--- src/rtl/pend_irq_pkg.sv ---
package pend_irq_pkg;
  localparam int unsigned N_SRC_DEF = 16;
  // bits that ignore the mask, the enable, and which use edge capture
  localparam logic [N_SRC_DEF-1:0] NOMASK_DEF = 16'h0021;
  localparam logic [N_SRC_DEF-1:0] NODIS_DEF  = 16'h0023;
  localparam logic [N_SRC_DEF-1:0] EDGE_DEF   = 16'hAD04;
  localparam int unsigned SYNC_DEF = 2;
endpackage

--- src/rtl/pend_irq_edge_det.sv ---
module pend_irq_edge_det #(
  parameter int unsigned STAGES = 2
) (
  input  logic clk_i,
  input  logic rst_ni,
  input  logic src_i,
  output logic rise_o
);
  logic [STAGES-1:0] sync_q;
  logic last_q;

  always_ff @(posedge clk_i or negedge rst_ni) begin
    if (!rst_ni) begin
      sync_q <= '0;
      last_q <= 1'b0;
    end else begin
      sync_q <= {sync_q[STAGES-2:0], src_i};
      last_q <= sync_q[STAGES-1];
    end
  end

  assign rise_o = sync_q[STAGES-1] & ~last_q;
endmodule

--- src/rtl/pend_irq_cell.sv ---
module pend_irq_cell #(
  parameter bit          IS_EDGE = 1'b0,
  parameter int unsigned STAGES  = 2
) (
  input  logic clk_i,
  input  logic rst_ni,
  input  logic src_i,
  input  logic clr_i,
  output logic pend_o
);
  logic set;
  logic pend_q;

  if (IS_EDGE) begin : g_edge
    pend_irq_edge_det #(.STAGES(STAGES)) u_det (
      .clk_i (clk_i),
      .rst_ni(rst_ni),
      .src_i (src_i),
      .rise_o(set)
    );
  end else begin : g_level
    assign set = src_i;
  end

  // set dominates clear
  always_ff @(posedge clk_i or negedge rst_ni) begin
    if (!rst_ni)    pend_q <= 1'b0;
    else if (set)   pend_q <= 1'b1;
    else if (clr_i) pend_q <= 1'b0;
  end

  assign pend_o = pend_q;
endmodule

--- src/rtl/pend_irq_arb.sv ---
module pend_irq_arb #(
  parameter int unsigned     N_SRC  = 16,
  parameter logic [N_SRC-1:0] NOMASK = '0,
  parameter logic [N_SRC-1:0] NODIS  = '0,
  localparam int unsigned    IDX_W  = $clog2(N_SRC)
) (
  input  logic [N_SRC-1:0] pend_i,
  input  logic [N_SRC-1:0] mask_i,
  input  logic             gen_i,
  output logic             req_o,
  output logic [IDX_W-1:0] idx_o
);
  logic [N_SRC-1:0] elig;

  for (genvar i = 0; i < N_SRC; i++) begin : g_elig
    assign elig[i] = pend_i[i] & (NOMASK[i] | mask_i[i]) & (NODIS[i] | gen_i);
  end

  always_comb begin
    idx_o = '0;
    for (int i = N_SRC - 1; i >= 0; i--) begin
      if (elig[i]) idx_o = IDX_W'(i);
    end
  end

  assign req_o = |elig;
endmodule

--- src/rtl/pend_irq_capture.sv ---
module pend_irq_capture
  import pend_irq_pkg::*;
#(
  parameter int unsigned      N_SRC       = N_SRC_DEF,
  parameter logic [N_SRC-1:0] EDGE_BITS   = EDGE_DEF,
  parameter logic [N_SRC-1:0] NOMASK_BITS = NOMASK_DEF,
  parameter logic [N_SRC-1:0] NODIS_BITS  = NODIS_DEF,
  parameter int unsigned      SYNC_STAGES = SYNC_DEF,
  localparam int unsigned     IDX_W       = $clog2(N_SRC)
) (
  input  logic             clk_i,
  input  logic             rst_ni,
  input  logic [N_SRC-1:0] src_i,
  input  logic [N_SRC-1:0] mask_i,
  input  logic             gen_i,
  input  logic             clr_i,
  input  logic [IDX_W-1:0] clr_idx_i,
  output logic [N_SRC-1:0] pend_o,
  output logic             req_o,
  output logic [IDX_W-1:0] req_idx_o
);
  logic [N_SRC-1:0] clr_vec;

  for (genvar i = 0; i < N_SRC; i++) begin : g_bit
    assign clr_vec[i] = clr_i && (clr_idx_i == IDX_W'(i));

    pend_irq_cell #(
      .IS_EDGE(EDGE_BITS[i]),
      .STAGES (SYNC_STAGES)
    ) u_cell (
      .clk_i (clk_i),
      .rst_ni(rst_ni),
      .src_i (src_i[i]),
      .clr_i (clr_vec[i]),
      .pend_o(pend_o[i])
    );
  end

  pend_irq_arb #(
    .N_SRC (N_SRC),
    .NOMASK(NOMASK_BITS),
    .NODIS (NODIS_BITS)
  ) u_arb (
    .pend_i(pend_o),
    .mask_i(mask_i),
    .gen_i (gen_i),
    .req_o (req_o),
    .idx_o (req_idx_o)
  );
endmodule

--- config.mk ---
export PLATFORM = sky130hd
export DESIGN_NAME = pend_irq_capture
export DESIGN_NICKNAME = d
export VERILOG_FILES = /design/src/rtl/pend_irq_pkg.sv /design/src/rtl/pend_irq_edge_det.sv /design/src/rtl/pend_irq_cell.sv /design/src/rtl/pend_irq_arb.sv /design/src/rtl/pend_irq_capture.sv
export SDC_FILE = /design/constraint.sdc
export NUM_CORES = 1
export LEC_CHECK = 0
export BUFFER_PORTS_ARGS = -buffer_cell sky130_fd_sc_hd__clkbuf_2
export CAP_MARGIN = 20
export CORE_UTILIZATION = 25
export CTS_CLUSTER_SIZE = 12
export DETAILED_ROUTE_END_ITERATION = 16
export HOLD_SLACK_MARGIN = 0.05
export RECOVER_POWER = 100
export SLEW_MARGIN = 20
export SYNTH_ARGS = -nofsm -noshare
export SYNTH_HDL_FRONTEND = slang
export SYNTH_SLANG_ARGS = --single-unit
--- constraint.sdc ---
create_clock -name clk_i -period 1.6 [get_ports clk_i]
set_clock_uncertainty 0.2 [all_clocks]
set_input_delay 0.16 -clock clk_i [delete_from_list [all_inputs] [get_ports clk_i]]
set_output_delay 0.16 -clock clk_i [all_outputs]
set_load 0.03 [all_outputs]
# Word level (Yosys, flattened, before mapping)
# Index checks and enable logic that the tools add are counted.
# word_totals
reg_bits,34
mem_bits_ro,0
memories,0
latch_bits,0
word_cells,164
mem_bits_rw,0
in_bits,40
output_inout_bits,21
# op_classes
n_lt_le_gt_ge,0
mux,48
n_addsub,0
n_shift,0
reduce_logical,34
bitwise_logic,39
multipliers,0
div_mod_pow,0
n_eq_ne,15
# op_table
cell,n
4-bit two-way mux,16
1-bit bitwise AND,33
"4-bit equality test, second input constant",8
1-bit two-way mux,32
2-bit nonzero test,16
"4-bit by 3-bit equality test with 1-bit output, second input constant",4
1-bit logical AND,16
16-bit OR reduction,1
"4-bit by 2-bit equality test with 1-bit output, second input constant",2
1-bit NOT,6
"4-bit by 1-bit equality test with 1-bit output, second input constant",1
4-bit zero test,1

# Logic depth before layout (Yosys ltp)
# Gate-level depths: netlist of run 1.
# logic_depth
ltp_word,18
ltp_mapped,5
ltp_nobuf,5

# Cells and area by module
# Synthesis of run 1 repeated with hierarchy kept, for this count alone.
# unflattened
cells_unflattened,144
area_unflattened_um2,1500.2
# by_module_without_submodules
mod,cells_each,area_each_um2,instances
pend_irq_cell,3,36.3,16
pend_irq_edge_det,4,88.8,6
pend_irq_arb,49,269.0,1
pend_irq_capture,23,117.6,1

# Worst setup path after synthesis of run 1
# Ideal clock, no wire load.
# synth_path
path_type,flip-flop to output port
startpoint,register g_bit[9].u_cell.pend_q
endpoint,output req_idx_o[1]
t_arrival_ps,1419
setup_slack_ps,-179
stages_incl_launch_ff,6
t_required_ps,1240
cell_sequence,dfrtp_1 a22o_1 nand2_1 a21boi_2 o21ai_1 a21oi_1
# synth_via
elab_chain_cells,12
# synth_rtl
item,line,rtl
"start, declared",pend_irq_cell.sv:12,logic pend_q;
"start signal, assigned",pend_irq_cell.sv:27,if (!rst_ni) pend_q <= 1'b0;
"start signal, assigned",pend_irq_cell.sv:28,else if (set) pend_q <= 1'b1;
"start signal, assigned",pend_irq_cell.sv:29,else if (clr_i) pend_q <= 1'b0;
1-bit bitwise AND (2 in a row),pend_irq_arb.sv:16,assign elig[i] = pend_i[i] & (NOMASK[i] | mask_i[i]) & (NODIS[i] | gen_i);
4-bit two-way mux (10 in a row),pend_irq_arb.sv:22,if (elig[i]) idx_o = IDX_W'(i);
"end, declared",pend_irq_capture.sv:20,output logic [IDX_W-1:0] req_idx_o
# Every way passes these cells.

# Worst setup path in the final report of run 1
# layout_path
startpoint,register g_bit[7].u_cell.pend_q
endpoint,output req_idx_o[0]
# layout_via
elab_chain_cells,10
# layout_rtl
item,line
"start, declared",pend_irq_cell.sv:12
"start signal, assigned",pend_irq_cell.sv:27
"start signal, assigned",pend_irq_cell.sv:28
"start signal, assigned",pend_irq_cell.sv:29
1-bit bitwise AND (2 in a row),pend_irq_arb.sv:16
4-bit two-way mux (8 in a row),pend_irq_arb.sv:22
# Every way passes these cells.

==> results of run 1 <==
==> sequential cells by signal (all words and copies together) (netlist names) <==
register and cells:
g_bit.u_cell.pend_o 16, g_bit.u_cell.g_edge.u_det.sync_q 12, g_bit.u_cell.g_edge.u_det.last_q 6
==> worst max-delay path by stage <==
stage                                  startpoint            to  slack [ns]  cells after the start
after floorplan            g_bit[9].u_cell.pend_o  req_idx_o[1]       -0.03                      5
after global placement    g_bit[15].u_cell.pend_o  req_idx_o[0]       -0.07                      6
after detailed placement   g_bit[7].u_cell.pend_o  req_idx_o[0]       -0.08                      6
after CTS                 g_bit[15].u_cell.pend_o  req_idx_o[0]       -0.36                      6
after global routing       g_bit[7].u_cell.pend_o  req_idx_o[0]       -0.39                      6
final                      g_bit[7].u_cell.pend_o  req_idx_o[0]       -0.30                      6
==> layer usage <==
metal | global-route usage (%) | up-vias | wire, µm
met5 | 0 | - | 0
met4 | 5.818 | 0 | 50
met3 | 5.371 | 6 | 319
met2 | 18.97 | 49 | 1653
met1 | 15.21 | 586 | 1656
li1 | - | 661 | -
==> cells by family after synthesis <==
group	synth area share [%]
compound gates	16.93
flops	56.71
simple gates	16.35
buf+inv	10.01
==> cells in the mapped netlist, types with 3 or more instances <==
cell type | number | area, µm²
a21oi_1 | 4 | 20.02
a22o_1 | 3 | 26.28
a31oi_1 | 3 | 18.77
buf_4 | 17 | 127.6
dfrtp_1 | 34 | 850.8
inv_1 | 6 | 22.52
nand2_1 | 21 | 78.83
nand2b_1 | 14 | 87.58
nand3_1 | 3 | 15.01
o21ai_0 | 11 | 55.05
o21ai_1 | 9 | 45.04
o31ai_1 | 3 | 22.52
==> worst reg2reg max path, stage by stage, from the launching register on <==
cell	delay (ns)
dfrtp_1	0.38
buf_4	0.16
o31ai_2	0.05
nand2b_1	0.08
dlygate4sd3_1	0.56
==> layout make-up <==
| class | count | area (µm²) |
|---|---|---|
| flip-flops and latches | 34 | 850.8 |
| inverters | 6 | 22.52 |
| clock buffers | 6 | 82.58 |
| well taps | 72 | 90.09 |
| clock inverters | 2 | 12.51 |
| multi-input cells | 87 | 550.5 |
| fillers | 541 | 3344 |
| repair buffers | 101 | 688.2 |
==> power by group through the flow <==
| stage | combinational, mW | clock [mW] | sequential, mW |
|---|---|---|---|
| 2_1_floorplan | 0.137 | 0 | 0.928 |
| 3_3_place_gp | 0.257 | 0 | 0.929 |
| 3_5_place_dp | 0.259 | 0 | 0.930 |
| 4_1_cts | 0.304 | 0.686 | 0.913 |
| 5_1_grt | 0.324 | 0.721 | 0.917 |
| 6_report | 0.296 | 0.651 | 0.914 |
==> timing repair <==
item | CTS | global route
pin swaps | 4 | 8
hold endpoints to repair | 51 | 0
gates resized for setup | 7 | 14
setup endpoints to repair | 5 | 5
setup buffers | 2 | 0
hold buffers | 22 | 0
==> results.cfg, run 1 <==
[sta]
hold_viol = 0
fin_crit_sh_pct = 119.0
worst_pin_slew_ns = 0.9577
fmax_ghz = 0.5252
fin_ws_ns = -0.3040
post-route-min-period_ns = 1.904
finalSetupTns_ns = -1.297
whs_ns = 0.1111
setup_violations = 5
slew_viol_final = 0
rsz0062_at_grt = yes
max-slew-margin-rel_pct = 36.15

[critical_path]
startpoint_type = flip-flop
rrSetupSlack_ns = 0.05
cp_slowest_stage_delay_ns = 0.38
reg2regPathDepth = 4
rr_endpoint = g_bit[0].u_cell.pend_o
rr_startpoint = g_bit[0].u_cell.pend_o
critPathTopFamily = compound AO/OA/AOI/OAI gates
crit_path_top_delay_cell = dfrtp_1
cp_cell_sequence = nand2_2, a32oi_2, o211ai_1, a22o_1, a31oi_4, buf_8
required_ns = 1.24
critPathBufInv = 1
crit_fanout = 3
cp.arrival_ns = 1.54
worst_setup_path_end_kind = primary output
setup.worst_path.class = reg -> out

[grt]
first_global_vias = 1238
grt_overflow = 0
antenna_found_initial = 0
grt_max_degree = 19
grt_usage_pct = 12.52
grt_pass1_wl_um = 5830

[clock_tree]
cts_buffer_depth = 2
cts.clk_slew.worst_paths_ns = 0.07
ctsRootBufferMaster = clkbuf_8
tritoncts = yes
htree_levels = 2
cts_made_buffers = 5
worstSkewPairLatency_ns = 0.28
clock_sinks = 34

[cells_and_area]
drive_gt1_share_pct = 36.44
final_core_util_pct = 40.72
layout.nets = 275
layout_commonest_cell = clkbuf_2
layout_common_cells = clkbuf_2 (41), dfrtp_1 (34), dlygate4sd3_1 (22)
num_antenna_cells = 0
fin_area_um2 = 2297
finalNonFillerCells = 308
area.growth.synth_to_final_pct = 53.13

[yosys]
syn_inst = 144
synth-seq-area-share_pct = 56.71
avgSynthCellArea_um2 = 10.42
yosysUniqueCellTypes = 24
syn_area_um2 = 1500
synth_edf_count = 0
ys_async_sr_fraction_pct = 100.0
synth_top_flop_cell = dfrtp_1
synth_warnings = 0
synth_fp_nets = 184
ys_seq_elements = 34

[power]
vdd_ir_drop_max_v = 0.0005017
p_per_area_nw_per_um2 = 809.8
comb_power_share_pct = 15.9
p_leak_nw = 1.005
seq_power_share_pct = 49.1
total_power_mw = 1.860
p_sw_share_pct = 25.63
intPower_mw = 1.384
power.clock.fraction_pct = 35.0
power.switching_uw = 476.7

[route]
antenna_left = 0
drt_iter0_drc = 67
vias = 1302
drtPass1Iterations = 4
wl_um = 3679
vias_per_cell = 4.227
wl_per_cell_um = 11.94
drc = 0

[worst_hold_path]
min_to = g_bit[2].u_cell.pend_o
hold_class = in -> reg
hp-start = clr_idx_i[3]
min_path_cells = 4

[floorplanning]
fp.dieW_um = 79.47
rows = 27
ios = 61
core-area_um2 = 5642
initial_utilization_pct = 26.59
die_h_um = 79.47
die_area_um2 = 6315

[placed_design]
place_inst = 276
port_buffers = 58
place.gp.congestion = 0.7626
dpl_cell_area_um2 = 1933
dp.final_hpwl_um = 2876
dpl_worst_slack_ns = -0.08196

[status]
failed_checks = negative setup slack
status = finished with violations

[flow_run]
max_cap_violations = 0
Note: power is estimated with default switching activity, not from simulation.
==> run 2, diff against run 1 <==
Settings changed: CTS_CLUSTER_SIZE 12 to 28, GPL_TIMING_DRIVEN set to 0.
==> results.cfg, run 2 (synthesis results as in run 1) <==
[clock_tree]
clock_sinks = 34
cts.clk_slew.worst_paths_ns = 0.07
tritoncts = yes
ctsRootBufferMaster = clkbuf_8
worstSkewPairLatency_ns = 0.27
cts_buffer_depth = 2
htree_levels = 2
cts_made_buffers = 5

[critical_path]
required_ns = 1.24
setup.worst_path.class = reg -> out
crit_start = g_bit[7].u_cell.pend_o
worst_setup_path_end_kind = primary output
rr_endpoint = g_bit[4].u_cell.pend_o
reg2regPathDepth = 3
crit_fanout = 3
cp.arrival_ns = 1.53
startpoint_type = flip-flop
crit_end = req_idx_o[0]
rrSetupSlack_ns = 0.08
rr_startpoint = g_bit[4].u_cell.pend_o

[floorplanning]
ios = 61
rows = 27
die_h_um = 79.47
initial_utilization_pct = 26.59
fp.dieW_um = 79.47
die_area_um2 = 6315
core-area_um2 = 5642

[worst_hold_path]
hold_class = in -> reg
hp-start = clr_idx_i[3]

[power]
vdd_ir_drop_max_v = 0.0006310
power.switching_uw = 465.9
p_leak_nw = 1.060
power.clock.fraction_pct = 39.1
intPower_mw = 1.543
comb_power_share_pct = 15.2
p_per_area_nw_per_um2 = 836.4
seq_power_share_pct = 45.7
p_sw_share_pct = 23.18

[grt]
antenna_found_initial = 0
grt_usage_pct = 13.20
first_global_vias = 1371
grt_pass1_wl_um = 6196
grt_overflow = 0
grt_max_degree = 35

[sta]
fin_crit_sh_pct = 118.2
max-slew-margin-rel_pct = 46.11
finalSetupTns_ns = -1.360
rsz0062_at_grt = yes
fin_ws_ns = -0.2910
setup_violations = 5
hold_viol = 0
fmax_ghz = 0.5288
post-route-min-period_ns = 1.891
worst_pin_slew_ns = 0.8084
slew_viol_final = 0

[placed_design]
dp.final_hpwl_um = 2738
place.gp.congestion = 0.7910
dpl_cell_area_um2 = 1906
port_buffers = 58

[status]
failed_checks = negative setup slack
status = finished with violations

[route]
vias = 1320
drtPass1Iterations = 4
antenna_left = 0
wl_per_cell_um = 12.13
vias_per_cell = 4.190
drt_iter0_drc = 15
drc = 0
wl_um = 3820

[cells_and_area]
fin_area_um2 = 2402
largest_reg_flops = 16
layout_commonest_cell = clkbuf_2
layout_common_cells = clkbuf_2 (46), dfrtp_1 (33), dlygate4sd3_1 (22)
area.growth.synth_to_final_pct = 60.13
layout.nets = 283
num_antenna_cells = 0
drive_gt1_share_pct = 42.39

[flow_run]
max_cap_violations = 0
-- run 2: cell types whose count changed in the layout (fill, tap and decap cells not counted), sizes merged --
cell	previous run	this run
bufinv	0	1
clkinvlp	1	0
clkbuf	70	74
buf	15	19
clkinv	1	0
-- run 2: what timing repair did --
| action | CTS | global route |
|---|---|---|
| hold endpoints to repair | 51 | 0 |
| cloned | 0 | 0 |
| gates resized for setup | 10 | 17 |
| buffers inserted | 11 | 1 |
| endpoints found under the setup margin | 5 | 6 |
| hold buffers | 22 | 0 |
| pin swaps | 12 | 5 |
-- run 2: worst min path at each step --
stage                     slack, ns  cells past startpoint                                       to
after global routing           0.16                      0   g_bit[2].u_cell.g_edge.u_det.sync_q[1]
final                          0.13                      4                   g_bit[8].u_cell.pend_o
after floorplan               -0.34                      0                   g_bit[0].u_cell.pend_o
after global placement         0.07                      1  g_bit[11].u_cell.g_edge.u_det.sync_q[0]
after CTS                       0.1                      4                   g_bit[3].u_cell.pend_o
after detailed placement       0.07                      1  g_bit[11].u_cell.g_edge.u_det.sync_q[0]
-- run 2: layout make-up --
cell class | count | area (µm²)
Fill cell | 547 | 3239
Clock inverter | 1 | 30.03
Multi-Input combinational cell | 87 | 576.8
Tap cell | 72 | 90.09
Buffer | 17 | 127.6
Clock buffer | 6 | 82.58
Timing Repair Buffer | 92 | 620.6
Inverter | 6 | 22.52
Sequential cell | 34 | 852.1
-- run 2: per-layer routing --
layer	routed length (µm)	track usage [%]	vias up	share of wire [%]
met1	1647	15.19	605	43
met2	1910	23.16	39	50
met5	0	0	-	0
met3	245	4.114	2	6.4
met4	16	4.000	0	0.42
li1	-	-	674	-
-- run 2: critical path, cell delays in order, from the launching register on --
cell      delay, ns
dfrtp_1        0.37
nand2_2        0.09
a32oi_2        0.17
o211ai_1       0.10
a22o_1         0.22
a31oi_4        0.15
buf_8          0.14
-- run 2: power groups by stage --
stage	registers [mW]	logic, mW	clock network [mW]
global placement	0.935	0.237	0
global route	0.923	0.337	0.837
floorplan	0.928	0.137	0
detailed placement	0.937	0.240	0
CTS	0.918	0.306	0.809
finish	0.918	0.306	0.785
-- run 2: stage by stage --
step	hold WS [ns]	setup slack [ns]	utilization, %	std cells	power (mW)
global placement	0.06910	-0.1261	33.78	274	1.173
detailed placement	0.07009	-0.1438	33.78	274	1.177
CTS	0.09643	-0.3785	41.81	314	2.033
floorplan	-0.3356	-0.03087	-	144	1.065
global route	0.1566	-0.3934	42.58	315	2.097
finish	0.1265	-0.2910	42.58	315	2.009
==> run 3, diff against run 2 <==
Settings changed: CORE_ASPECT_RATIO set to 1.25.
==> results.cfg, run 3 (synthesis results as in run 1) <==
[critical_path]
critPathBufInv = 1
crit_path_top_delay_cell = dfrtp_1
rr_startpoint = g_bit[4].u_cell.pend_o
rrSetupSlack_ns = 0.14
crit_fanout = 4
cp_slowest_stage_delay_ns = 0.38
cp_cell_sequence = a22o_1, nand2_2, a21boi_2, o21ai_2, a21oi_2, clkbuf_8
critPathTopFamily = compound AO/OA/AOI/OAI gates
required_ns = 1.24
cp.arrival_ns = 1.58
reg2regPathDepth = 3
worst_setup_path_end_kind = primary output
setup.worst_path.class = reg -> out
startpoint_type = flip-flop
rr_endpoint = g_bit[4].u_cell.pend_o

[placed_design]
dp.final_hpwl_um = 2767
dpl_cell_area_um2 = 1898
dpl_worst_slack_ns = -0.1596
place.gp.congestion = 0.7513
port_buffers = 58

[grt]
met3_usage_pct = 4.442
met1_usage_pct = 12.76
use_met2_pct = 23.03
antenna_found_initial = 0
busiest_layer = met2
grt_overflow = 0
grt_usage_pct = 12.55
grt_max_degree = 35
grt_pass1_wl_um = 5871
first_global_vias = 1314

[sta]
fmax_ghz = 0.5162
rsz0062_at_grt = yes
finalSetupTns_ns = -1.472
post-route-min-period_ns = 1.937
fin_crit_sh_pct = 121.1
whs_ns = 0.1315
setup_violations = 5
hold_viol = 0
worst_pin_slew_ns = 0.8306
fin_ws_ns = -0.3373
slew_viol_final = 0
max-slew-margin-rel_pct = 44.63

[cells_and_area]
layout_commonest_cell = clkbuf_2
num_antenna_cells = 0
drive_gt1_share_pct = 39.42
fin_area_um2 = 2347
largest_reg_flops = 16
area.growth.synth_to_final_pct = 56.46
layout.nets = 280
layout_common_cells = clkbuf_2 (41), dfrtp_1 (33), dlygate4sd3_1 (22)

[clock_tree]
clock_sinks = 34
cts_made_buffers = 5
htree_levels = 2
worstSkewPairLatency_ns = 0.28
ctsRootBufferMaster = clkbuf_8
tritoncts = yes
cts.clk_slew.worst_paths_ns = 0.07
cts_buffer_depth = 2

[power]
power.clock.fraction_pct = 38.4
total_power_mw = 1.972
power.switching_uw = 466.2
intPower_mw = 1.506
seq_power_share_pct = 46.5
comb_power_share_pct = 15.1
p_sw_share_pct = 23.64
p_per_area_nw_per_um2 = 840.2
p_leak_nw = 1.035
vdd_ir_drop_max_v = 0.0005868

[status]
failed_checks = design-rule violations, negative setup slack
status = finished with violations

[floorplanning]
fp.dieW_um = 71.29
core-area_um2 = 5779
rows = 31
die_h_um = 88.61
die_area_um2 = 6317
ios = 61
initial_utilization_pct = 25.96

[worst_hold_path]
hp-start = clr_i
hold_class = in -> reg
min_path_cells = 4
min_to = g_bit[8].u_cell.pend_o

[route]
wl_um = 3728
vias = 1329
drt_iter0_drc = 23
drtPass1Iterations = 11
wl_per_cell_um = 12.14
vias_per_cell = 4.329
drc = 4
antenna_left = 0

[flow_run]
max_cap_violations = 0
## run 3: cell types whose count changed in the layout (fill, tap and decap cells not counted), moves of 2 or more
cell      previous run  this run
o21ai_1              6         4
clkbuf_4            10         7
clkbuf_2            46        41
clkbuf_1            10        14
buf_4               16        20
## run 3: worst max-delay path by stage
stage	from	end	cells after the start
6_report	g_bit[9].u_cell.pend_o	req_idx_o[1]	6
5_1_grt	g_bit[8].u_cell.pend_o	req_idx_o[1]	6
4_1_cts	g_bit[15].u_cell.pend_o	req_idx_o[0]	6
3_5_place_dp	g_bit[15].u_cell.pend_o	req_idx_o[0]	6
3_3_place_gp	g_bit[15].u_cell.pend_o	req_idx_o[0]	6
2_1_floorplan	g_bit[9].u_cell.pend_o	req_idx_o[1]	5
## run 3: final cells by class
| cell class | instances | area (µm²) |
|---|---|---|
| fillers | 585 | 3432 |
| flip-flops and latches | 34 | 852.1 |
| repair buffers | 89 | 599.3 |
| multi-input cells | 87 | 556.8 |
| plain buffers | 17 | 127.6 |
| well taps | 66 | 82.58 |
| clock buffers | 7 | 76.32 |
| clock inverters | 1 | 30.03 |
| inverters | 6 | 22.52 |
## run 3: repair_timing
action | 4_1_cts | 5_1_grt
endpoints found under the hold margin | 51 | 0
pin swaps | 11 | 3
hold buffers | 22 | 0
buffers inserted | 9 | 0
gates resized for setup | 12 | 13
setup endpoints to repair | 5 | 6
## run 3: worst register-to-register path, delay by kind of cell (launching register included)
family	cells	cell delay, ns
AND/OR/NAND/NOR	1	0.08
buffers and inverters	1	0.55
AO/OA/AOI/OAI	1	0.09
flip-flops	1	0.43
## run 3: metrics by stage
stage                     std cells  utilization [%]
final                           307            40.61
after CTS                       307            40.49
after detailed placement        268            32.84
after global routing            307            40.61
after global placement          268            32.84
after floorplan                 144                -
## run 3: per-layer routing
layer,vias up,part of all wire (%)
met3,6,5.6
met5,-,0
met4,0,1.7
li1,672,-
met1,611,39
met2,40,54
## run 3: power by group through the flow
| stage | Combinational, mW | Clock, mW | Sequential [mW] |
|---|---|---|---|
| after floorplan | 0.137 | 0 | 0.928 |
| after global placement | 0.240 | 0 | 0.934 |
| after detailed placement | 0.243 | 0 | 0.935 |
| after CTS | 0.304 | 0.783 | 0.918 |
| after global routing | 0.328 | 0.821 | 0.923 |
| final | 0.297 | 0.758 | 0.917 |
